--- config.mk ---
export PLATFORM = sky130hd
export DESIGN_NAME = frame_merger
export DESIGN_NICKNAME = d
export VERILOG_FILES = /design/src/rtl/frame_merger.sv
export SDC_FILE = /design/constraint.sdc
export NUM_CORES = 1
export LEC_CHECK = 0
export ABC_AREA = 1
export BUFFER_PORTS_ARGS = -buffer_cell sky130_fd_sc_hd__buf_2
export CORE_ASPECT_RATIO = 1.4
export CORE_UTILIZATION = 55
export DETAILED_ROUTE_END_ITERATION = 10
export HOLD_SLACK_MARGIN = 0.15
export PLACE_DENSITY_LB_ADDON = 0.12
export SLEW_MARGIN = 0
export SYNTH_ARGS = -nofsm -noshare
export SYNTH_HDL_FRONTEND = slang
export SYNTH_SLANG_ARGS = --single-unit
--- constraint.sdc ---
create_clock -name clk -period 3.3 [get_ports clk]
set_input_delay 0.495 -clock clk [delete_from_list [all_inputs] [get_ports clk]]
set_output_delay 0.495 -clock clk [all_outputs]
set_load 0.03 [all_outputs]
--- src/rtl/frame_merger.sv ---
module frame_merger #(
  parameter int DW   = 8,
  parameter int GAPW = 16
) (
  input  logic            clk,
  input  logic            rst_n,
  input  logic [5:0]      cfg_route,
  input  logic [5:0]      cfg_mode,
  input  logic [GAPW-1:0] cfg_gap,
  input  logic [1:0]      cfg_lv_dly,
  input  logic [2:0]      sens_fv,
  input  logic [2:0]      sens_lv,
  input  logic [3*DW-1:0] sens_d,
  input  logic [1:0]      buf_lv,
  input  logic [2*DW-1:0] buf_d,
  input  logic [1:0]      buf_done,
  output logic [1:0]      buf_start,
  output logic [1:0]      rec_src0,
  output logic [1:0]      rec_src1,
  output logic            out_fv,
  output logic            out_lv,
  output logic [DW-1:0]   out_d
);

  typedef enum logic [2:0] {S_IDLE, S_LIVE, S_GAP, S_START, S_BUF} st_t;

  st_t            st;
  logic           idx;
  logic [GAPW-1:0] gcnt;
  logic           dfv_q;
  logic [1:0]     blv_q;
  logic [DW-1:0]  tp_cnt;

  logic           dfv, dlv;
  logic [DW-1:0]  dd;
  logic           src_fv, src_lv;
  logic [DW-1:0]  src_d;

  wire en0    = cfg_route[3:2] != 2'd0;
  wire en1    = cfg_route[5:4] != 2'd0;
  wire seq_on = cfg_mode[2];
  wire sep    = cfg_mode[4];
  wire halt   = cfg_mode[0] | ~cfg_mode[2];
  wire quiet  = cfg_mode[0] | cfg_mode[1];
  wire to_gap = sep && (cfg_gap != '0);

  assign rec_src0  = cfg_route[3:2];
  assign rec_src1  = en1 ? (cfg_mode[3] ? 2'd3 : 2'd2) : 2'd0;
  assign buf_start = (st == S_START) ? (idx ? 2'b10 : 2'b01) : 2'b00;

  always_comb begin
    dfv = 1'b0;
    dlv = 1'b0;
    dd  = '0;
    case (cfg_route[1:0])
      2'd1: begin dfv = sens_fv[0]; dlv = sens_lv[0]; dd = sens_d[0 +: DW]; end
      2'd2: begin dfv = sens_fv[1]; dlv = sens_lv[1]; dd = sens_d[DW +: DW]; end
      2'd3: begin dfv = sens_fv[2]; dlv = sens_lv[2]; dd = sens_d[2*DW +: DW]; end
      default: ;
    endcase
  end

  always_comb begin
    src_fv = dfv;
    src_lv = dlv;
    src_d  = dd;
    if (seq_on) begin
      case (st)
        S_LIVE:  src_fv = sep ? dfv : 1'b1;
        S_GAP:   begin src_fv = 1'b0; src_lv = 1'b0; src_d = '0; end
        S_START: begin src_fv = ~sep; src_lv = 1'b0; src_d = '0; end
        S_BUF: begin
          src_fv = 1'b1;
          src_lv = (!sep && cfg_lv_dly[idx]) ? blv_q[idx] : buf_lv[idx];
          src_d  = idx ? buf_d[DW +: DW] : buf_d[0 +: DW];
        end
        default: ;
      endcase
    end
  end

  always_ff @(posedge clk or negedge rst_n) begin
    if (!rst_n) begin
      st     <= S_IDLE;
      idx    <= 1'b0;
      gcnt   <= '0;
      dfv_q  <= 1'b0;
      blv_q  <= 2'b00;
      tp_cnt <= '0;
      out_fv <= 1'b0;
      out_lv <= 1'b0;
      out_d  <= '0;
    end else begin
      dfv_q <= dfv;
      blv_q <= buf_lv;
      if (halt) begin
        st  <= S_IDLE;
        idx <= 1'b0;
      end else begin
        case (st)
          S_IDLE: if (dfv && !dfv_q) st <= S_LIVE;
          S_LIVE: if (!dfv) begin
            if (en0 || en1) begin
              idx  <= !en0;
              gcnt <= {{(GAPW-1){1'b0}}, 1'b1};
              st   <= to_gap ? S_GAP : S_START;
            end else begin
              st <= S_IDLE;
            end
          end
          S_GAP: begin
            if (gcnt >= cfg_gap) st <= S_START;
            else gcnt <= gcnt + 1'b1;
          end
          S_START: st <= S_BUF;
          S_BUF: if (buf_done[idx]) begin
            if (!idx && en1) begin
              idx  <= 1'b1;
              gcnt <= {{(GAPW-1){1'b0}}, 1'b1};
              st   <= to_gap ? S_GAP : S_START;
            end else begin
              st <= S_IDLE;
            end
          end
          default: st <= S_IDLE;
        endcase
      end
      tp_cnt <= src_lv ? tp_cnt + 1'b1 : '0;
      out_fv <= quiet ? 1'b0 : src_fv;
      out_lv <= quiet ? 1'b0 : src_lv;
      out_d  <= quiet ? '0 : (cfg_mode[5] ? tp_cnt : src_d);
    end
  end

  p_start_pulse_r4: assert property (@(posedge clk) disable iff (!rst_n)
    (buf_start != 2'b00) |=> (buf_start == 2'b00));

  p_bypass_no_start_r3: assert property (@(posedge clk) disable iff (!rst_n)
    !cfg_mode[2] |=> (buf_start == 2'b00));

  p_reset_no_start_r10: assert property (@(posedge clk) disable iff (!rst_n)
    cfg_mode[0] |=> (buf_start == 2'b00));

  p_disable_quiet_r9: assert property (@(posedge clk) disable iff (!rst_n)
    cfg_mode[1] |=> (!out_fv && !out_lv && out_d == '0));

  p_merged_fv_r6: assert property (@(posedge clk) disable iff (!rst_n)
    (st == S_START && cfg_mode[2] && !cfg_mode[4] && cfg_mode[1:0] == 2'b00) |=> out_fv);

endmodule

## Yosys cells after proc, flatten, opt, wreduce, memory -nomap -nowiden

Cells that the tools add are included.

- Register bits after elaboration: 41
- Input port bits: 82

- Add/sub/neg operators: 2
- Magnitude comparators: 2
- Eq/ne operators: 18
- Multiplexer cells: 50
- Bitwise logic cells: 5
- Reduce and logical (&&, ||, !) cells: 19

Operators with widths:

| operator | count |
|---|---|
| $mux 16 | 5 |
| $pmux 16 s3 | 1 |
| $mux 8 | 5 |
| $pmux 8 s3 | 1 |
| $mux 1 | 21 |
| $ne 3x3->1 const B | 6 |
| $add 16x1->16 const B | 1 |
| $ge 16x16->1 | 1 |
| $pmux 8 s2 | 1 |
| $reduce_bool 16->1 | 1 |
| $mux 3 | 5 |
| $pmux 3 s5 | 1 |
| $mux 2 | 5 |
| $ne 2x2->1 const B | 5 |
| $add 8x1->8 const B | 1 |
| $reduce_and 7->1 | 1 |
| $eq 3x2->1 const B | 2 |
| $pmux 1 s3 | 2 |
| $reduce_bool 3->1 | 2 |
| $reduce_and 5->1 | 1 |
| $eq 2x2->1 const B | 2 |
| $logic_and 1x1->1 | 4 |
| $logic_not 1->1 | 4 |
| $pmux 1 s2 | 2 |
| 12 further kinds | 16 |

## Depth between registers and ports, before layout

- Word-level depth: 7
- Gate-level depth with buffers: 16
- Mapped depth without buffers: 15

## Worst setup path before layout

No wires, ideal clock.

- Kind: input to register
- Start point: input port cfg_gap[11]
- End point: register gcnt[2]
- Setup time: 115 ps
- Data arrival time: 1734 ps
- Path slack: 1451 ps
- Stages on the path: 11
- Cells stage by stage: inv_1 -> ha_1 -> a21oi_1 -> o21ai_0 -> a21oi_1 -> nand2_1 -> nand2_1 -> nand2_4 -> buf_12 -> nand2_2 -> nand2_2

- Cells in the longest elaborated chain, start to end: 3

Ends and longest elaborated chain:

| what | RTL line | source |
|---|---|---|
| start: declaration | 9 | `input logic [GAPW-1:0] cfg_gap,` |
| $ge 16x16->1 | 112 | `if (gcnt >= cfg_gap) st <= S_START;` |
| $ne 2x2->1 (no line) | -- |  |
| $reduce_and 7->1 (no line) | -- |  |
| end signal: assignment | 105 | `gcnt <= {{(GAPW-1){1'b0}}, 1'b1};` |
| end signal: assignment | 113 | `else gcnt <= gcnt + 1'b1;` |
| end signal: assignment | 119 | `gcnt <= {{(GAPW-1){1'b0}}, 1'b1};` |
| end: declaration | 29 | `logic [GAPW-1:0] gcnt;` |

Every way passes these cells.
A chain may end at the register's enable or synchronous reset.

## Final worst setup path

- Start point: register gcnt[7]
- End point: register gcnt[8]

- Cells in the longest elaborated chain, start to end: 3
- Elaborated cells on any way between the ends: 6

Ends and longest elaborated chain:

| what | RTL line |
|---|---|
| $add 16x1->16 or $ge 16x16->1 (tied branches) | 113, 112 |
| $mux 16 or $ne 2x2->1 (tied branches) | -- |
| $pmux 16 s3 or $reduce_and 7->1 (tied branches) | -- |

Several ways; a longest one is shown, not always the timed one. The select of a mux whose other input is x is not followed.

==> results by group <==
Layout
  – Finished Cell Area: around 0.0039 mm^2
  – Final core occ: between 60% and 70%
  – Final nets: between 600 and 700
  – Number of fillers in the final layout: approximately 540
  – ANT cells: 0
  – Share of post-route cells with drive strength above 1: 26.2%
  – Synthesis-to-layout area growth: 18.3%

CTS
  – Number of hold buffers added after cts: 0
  – Post-CTS setup buffers: 0
  – Buffer type at the clock tree root: sky130_fd_sc_hd__clkbuf_8
  – Buffer depth of the longest clock path: 2
  – Clock tree from TritonCTS: done
  – Clock network latency to the later pin of the worst-skew pair: about 0.3 ns
  – Number of buffers inserted during clock tree synthesis: 5
  – CTS Sinks: between 40 and 50
  – Clock transition at path regs: approximately 0.09 ns
  – Resized cells post-CTS: 0
  – H-Tree Depth: 2

Detailed routing
  – Iter 0 DRT Violations: between 150 and 200
  – Number of vias in the routed layout: roughly 3,500
  – Per-cell via count in the routed design: between 5 and 6
  – Average wire per cell in the routed design: between 10 and 15 um
  – Residual DRC count: 0
  – Final wirelength: 8250 um
  – Count of antenna-violating nets left after detailed routing: 0
  – First-pass iteration count of the detailed router: 5

Pwr
  – Power density cells: ~320 mW/mm^2
  – Pleak: 0.00211 uW
  – Worst vdd ir: ~0.00027 V

Setup path
  – Critical setup path kind: flop to flop
  – Library cell contributing the largest single delay on the critical path: sky130_fd_sc_hd__dfrtp_1
  – Worst path top cell family by delay: simple AND/OR/NAND/NOR gates
  – Arrival time at the worst endpoint: ~2.4 ns
  – Worst reg-to-reg setup slack: 1.06 ns
  – Count of buffer and inverter cells on the critical path: 1
  – Worst path max stage delay: ~0.45 ns
  – Peak fanout along the critical path: 15
  – Kind of end point of the critical path: flop
  – Reg-to-reg critical path endpoint: gcnt[8]
  – Type of origin of the critical path: flop
  – Source of the worst register-to-register timing path: gcnt[7]
  – Reg2reg path depth: 13
  – Cell seen most often among critical-path stages: sky130_fd_sc_hd__nand2_1
  – CP required: approximately 3.5 ns
  – Critical path cell sequence: ha_1 > nand2_1 > inv_1 > nand2_1 > nor2_1 > nor2_1 > nand2_1 > nand2_1 > nand2_1 > nand2_1 > nand2_4 > nand2_2 > nand2_2

STA
  – Fin Clk Skew: roughly 0.013 ns
  – Maximum clock frequency: between 400 and 500 MHz
  – Tightest Pin Transition: between 0.9 and 1 ns
  – Setup-failing EPs final: 0
  – Total count of hold-check failures in the final report: 0
  – Min Tclk post-route: about 2.2 ns
  – Setup TNS: 0 ns
  – Setup repair after global routing missed its margin: no
  – Max_slew headroom: between 30% and 40%
  – Final period utilization: 67.9%
  – Final slew viol count: 0

Synth
  – Number of instances in the synthesized netlist: slightly below 500
  – Post-Synthesis Cell Area: 0.00330 mm^2
  – Distinct cells, synth: 34
  – Total number of yosys warnings: 0
  – Dominant combinational cell family by area after synthesis: simple AND/OR/NAND/NOR gates
  – Post-synthesis xor/xnor area fraction: between 2 and 2.5%
  – Top cells by area, synth: sky130_fd_sc_hd__dfrtp_1 (31%), sky130_fd_sc_hd__nand2_1 (17%), sky130_fd_sc_hd__ha_1 (6.8%)
  – Synth Area in Compound Gates: 9.33%
  – Area share of fa/ha/maj cells after synthesis: about 6.8%
  – Syn Area/Cell: slightly below 7 um^2
  – Share of cell area taken by muxes after synthesis: less than 1%
  – Yosys top cell by area: sky130_fd_sc_hd__dfrtp_1
  – Number of synthesized register bits: 41
  – Portion of synthesized cell area occupied by the leading cell type: 31.1%
  – Post-synthesis net count: 586
  – Synthesized-area fraction occupied by and/or/nand/nor cells: ~40%
  – Sequential-to-total area share from yosys stat: roughly 31%

Global route
  – First-pass GRT wire length: roughly 14,000 um
  – GRT Util Overall: between 20 and 30%
  – Largest net degree at the start of global routing: 42
  – Congestion Overflow GR: 0
  – Number of antenna violations at the first check in global routing: 0
  – Number of global-route vias before repair: approximately 3,200

Worst hold path
  – Number of cells traversed by the worst hold path: 1
  – Hold Path End: blv_q[1]
  – Classification of the worst-slack hold path: input pin to flop
  – Launch instance of the worst min-delay path: buf_lv[1]

Place
  – Placer Congestion: 0.902
  – Half-perimeter wire length after detailed placement: ~6600 um
  – Buffers added on ports: between 90 and 100
  – Placed instance area: around 0.0038 mm^2

Die
  – Die X: about 67 um
  – IO Count: 98
  – Starting density of the core: 56.7%
  – Placeable core region: slightly below 0.006 mm^2
  – Die Height: between 90 and 100 um
  – Std-Cell Rows: 33
  – Die footprint: approximately 0.0063 mm^2

Job
  – Number of max-capacitance violations reported: 0

Outcome
  – Outcome: finished clean
## kinds of logic (layout without fill, tap and decap cells)
logic type,after synthesis,after routing
buffers and inverters,68,162
AO/OA/AOI/OAI,58,58
XOR/XNOR,9,9
flip-flops,41,41
AND/OR/NAND/NOR,291,291
adder cells (fa/ha/maj),18,18
multiplexers,1,1
## synthesized netlist by cell type
| master | instances |
|---|---|
| sky130_fd_sc_hd__nand2_1 | 146 |
| sky130_fd_sc_hd__inv_1 | 47 |
| sky130_fd_sc_hd__nor2_1 | 45 |
| sky130_fd_sc_hd__dfrtp_1 | 41 |
| sky130_fd_sc_hd__nand3_1 | 39 |
| sky130_fd_sc_hd__a21oi_1 | 34 |
| sky130_fd_sc_hd__nand2_2 | 22 |
| sky130_fd_sc_hd__ha_1 | 18 |
| sky130_fd_sc_hd__o21ai_0 | 18 |
| sky130_fd_sc_hd__nand4_1 | 10 |
| sky130_fd_sc_hd__nor3_1 | 10 |
| sky130_fd_sc_hd__inv_2 | 9 |
| sky130_fd_sc_hd__xor2_1 | 6 |
| sky130_fd_sc_hd__nor2_4 | 5 |
| sky130_fd_sc_hd__buf_4 | 3 |
| sky130_fd_sc_hd__nand2_4 | 3 |
| sky130_fd_sc_hd__nor2_2 | 3 |
| sky130_fd_sc_hd__nor3b_1 | 3 |
| sky130_fd_sc_hd__xnor2_1 | 3 |
| sky130_fd_sc_hd__a21boi_1 | 2 |
| sky130_fd_sc_hd__buf_2 | 2 |
| sky130_fd_sc_hd__buf_6 | 2 |
| sky130_fd_sc_hd__clkbuf_1 | 2 |
| sky130_fd_sc_hd__nor3_2 | 2 |
| sky130_fd_sc_hd__o21bai_1 | 2 |
| sky130_fd_sc_hd__a21oi_2 | 1 |
| sky130_fd_sc_hd__buf_1 | 1 |
| sky130_fd_sc_hd__buf_12 | 1 |
| sky130_fd_sc_hd__clkinv_2 | 1 |
| sky130_fd_sc_hd__mux2i_1 | 1 |
| sky130_fd_sc_hd__nand3_2 | 1 |
| sky130_fd_sc_hd__nand3_4 | 1 |
| sky130_fd_sc_hd__nand3b_1 | 1 |
| sky130_fd_sc_hd__o2111ai_1 | 1 |
## where the power goes
| group | total (uW) | internal, uW | switching (uW) | leakage (uW) |
|---|---|---|---|---|
| registers | 550 | 523 | 26.8 | 0.000557 |
| clock network | 426 | 247 | 179 | 0.0000585 |
| logic | 259 | 101 | 157 | 0.00150 |
## flip-flops by register name, summed over array words and instances (netlist names)
register,cells
out_fv,1
blv_q,2
out_lv,1
st,3
out_d,8
gcnt,16
tp_cnt,8
dfv_q,1
idx,1
## metrics by stage
stage / total power (uW) / setup slack, ns / std cells / hold slack (ns)
after floorplan: 716 / 1.45 / 486 / 0.199
after detailed placement: 820 / 0.871 / 642 / 0.513
after global routing: 1300 / 0.829 / 650 / 0.316
final: 1230 / 1.06 / 650 / 0.323
after global placement: 811 / 0.918 / 642 / 0.503
after CTS: 1240 / 1.04 / 650 / 0.321
## worst reg2reg max path, delay by kind of cell, from the launching register on
family	cells	cell delay, ns
flip-flops	1	0.45
AND/OR/NAND/NOR	11	1.32
buffers and inverters	1	0.04
adder cells (fa/ha/maj)	1	0.32
## cell type report
| class | instances | area [um^2] | share of cell area (%) |
|---|---|---|---|
| inverter | 57 | 215 | 5.52 |
| sequential | 41 | 1030 | 26.3 |
| clock buffer | 7 | 86.3 | 2.21 |
| tap | 70 | 87.6 | 2.25 |
| clock inverter | 1 | 30.0 | 0.770 |
| multi-input combinational | 377 | 1970 | 50.5 |
| timing repair buffer | 97 | 485 | 12.4 |
## metal layers
metal  track usage [%]  wire [um]  vias to the layer above
met4              11.2        196                        0
met5                 0          0                        -
met2              54.8       4560                      139
li1                  -          -                     1744
met3              4.27        433                       16
met1              29.5       3060                     1569
## cells in the final DEF, fill, tap and decap left out, types with 10 or more instances in the layout
master	instances
sky130_fd_sc_hd__nand2_2	22
sky130_fd_sc_hd__nand2_1	146
sky130_fd_sc_hd__dfrtp_1	41
sky130_fd_sc_hd__nand4_1	10
sky130_fd_sc_hd__buf_2	97
sky130_fd_sc_hd__inv_1	47
sky130_fd_sc_hd__o21ai_0	18
sky130_fd_sc_hd__a21oi_1	34
sky130_fd_sc_hd__nand3_1	39
sky130_fd_sc_hd__nor2_1	45
sky130_fd_sc_hd__ha_1	18
sky130_fd_sc_hd__nor3_1	10
## how the worst max path moves through the flow
stage | slack (ns) | end | from | cells after the start
after floorplan | 1.45 | gcnt[2] | cfg_gap[11] | 11
after global placement | 0.92 | gcnt[4] | cfg_gap[5] | 15
after detailed placement | 0.87 | gcnt[2] | cfg_gap[5] | 15
after CTS | 1.04 | gcnt[8] | gcnt[7] | 13
after global routing | 0.83 | gcnt[6] | gcnt[0] | 15
final | 1.06 | gcnt[8] | gcnt[7] | 13
Note: power is estimated with default switching activity, not from simulation.
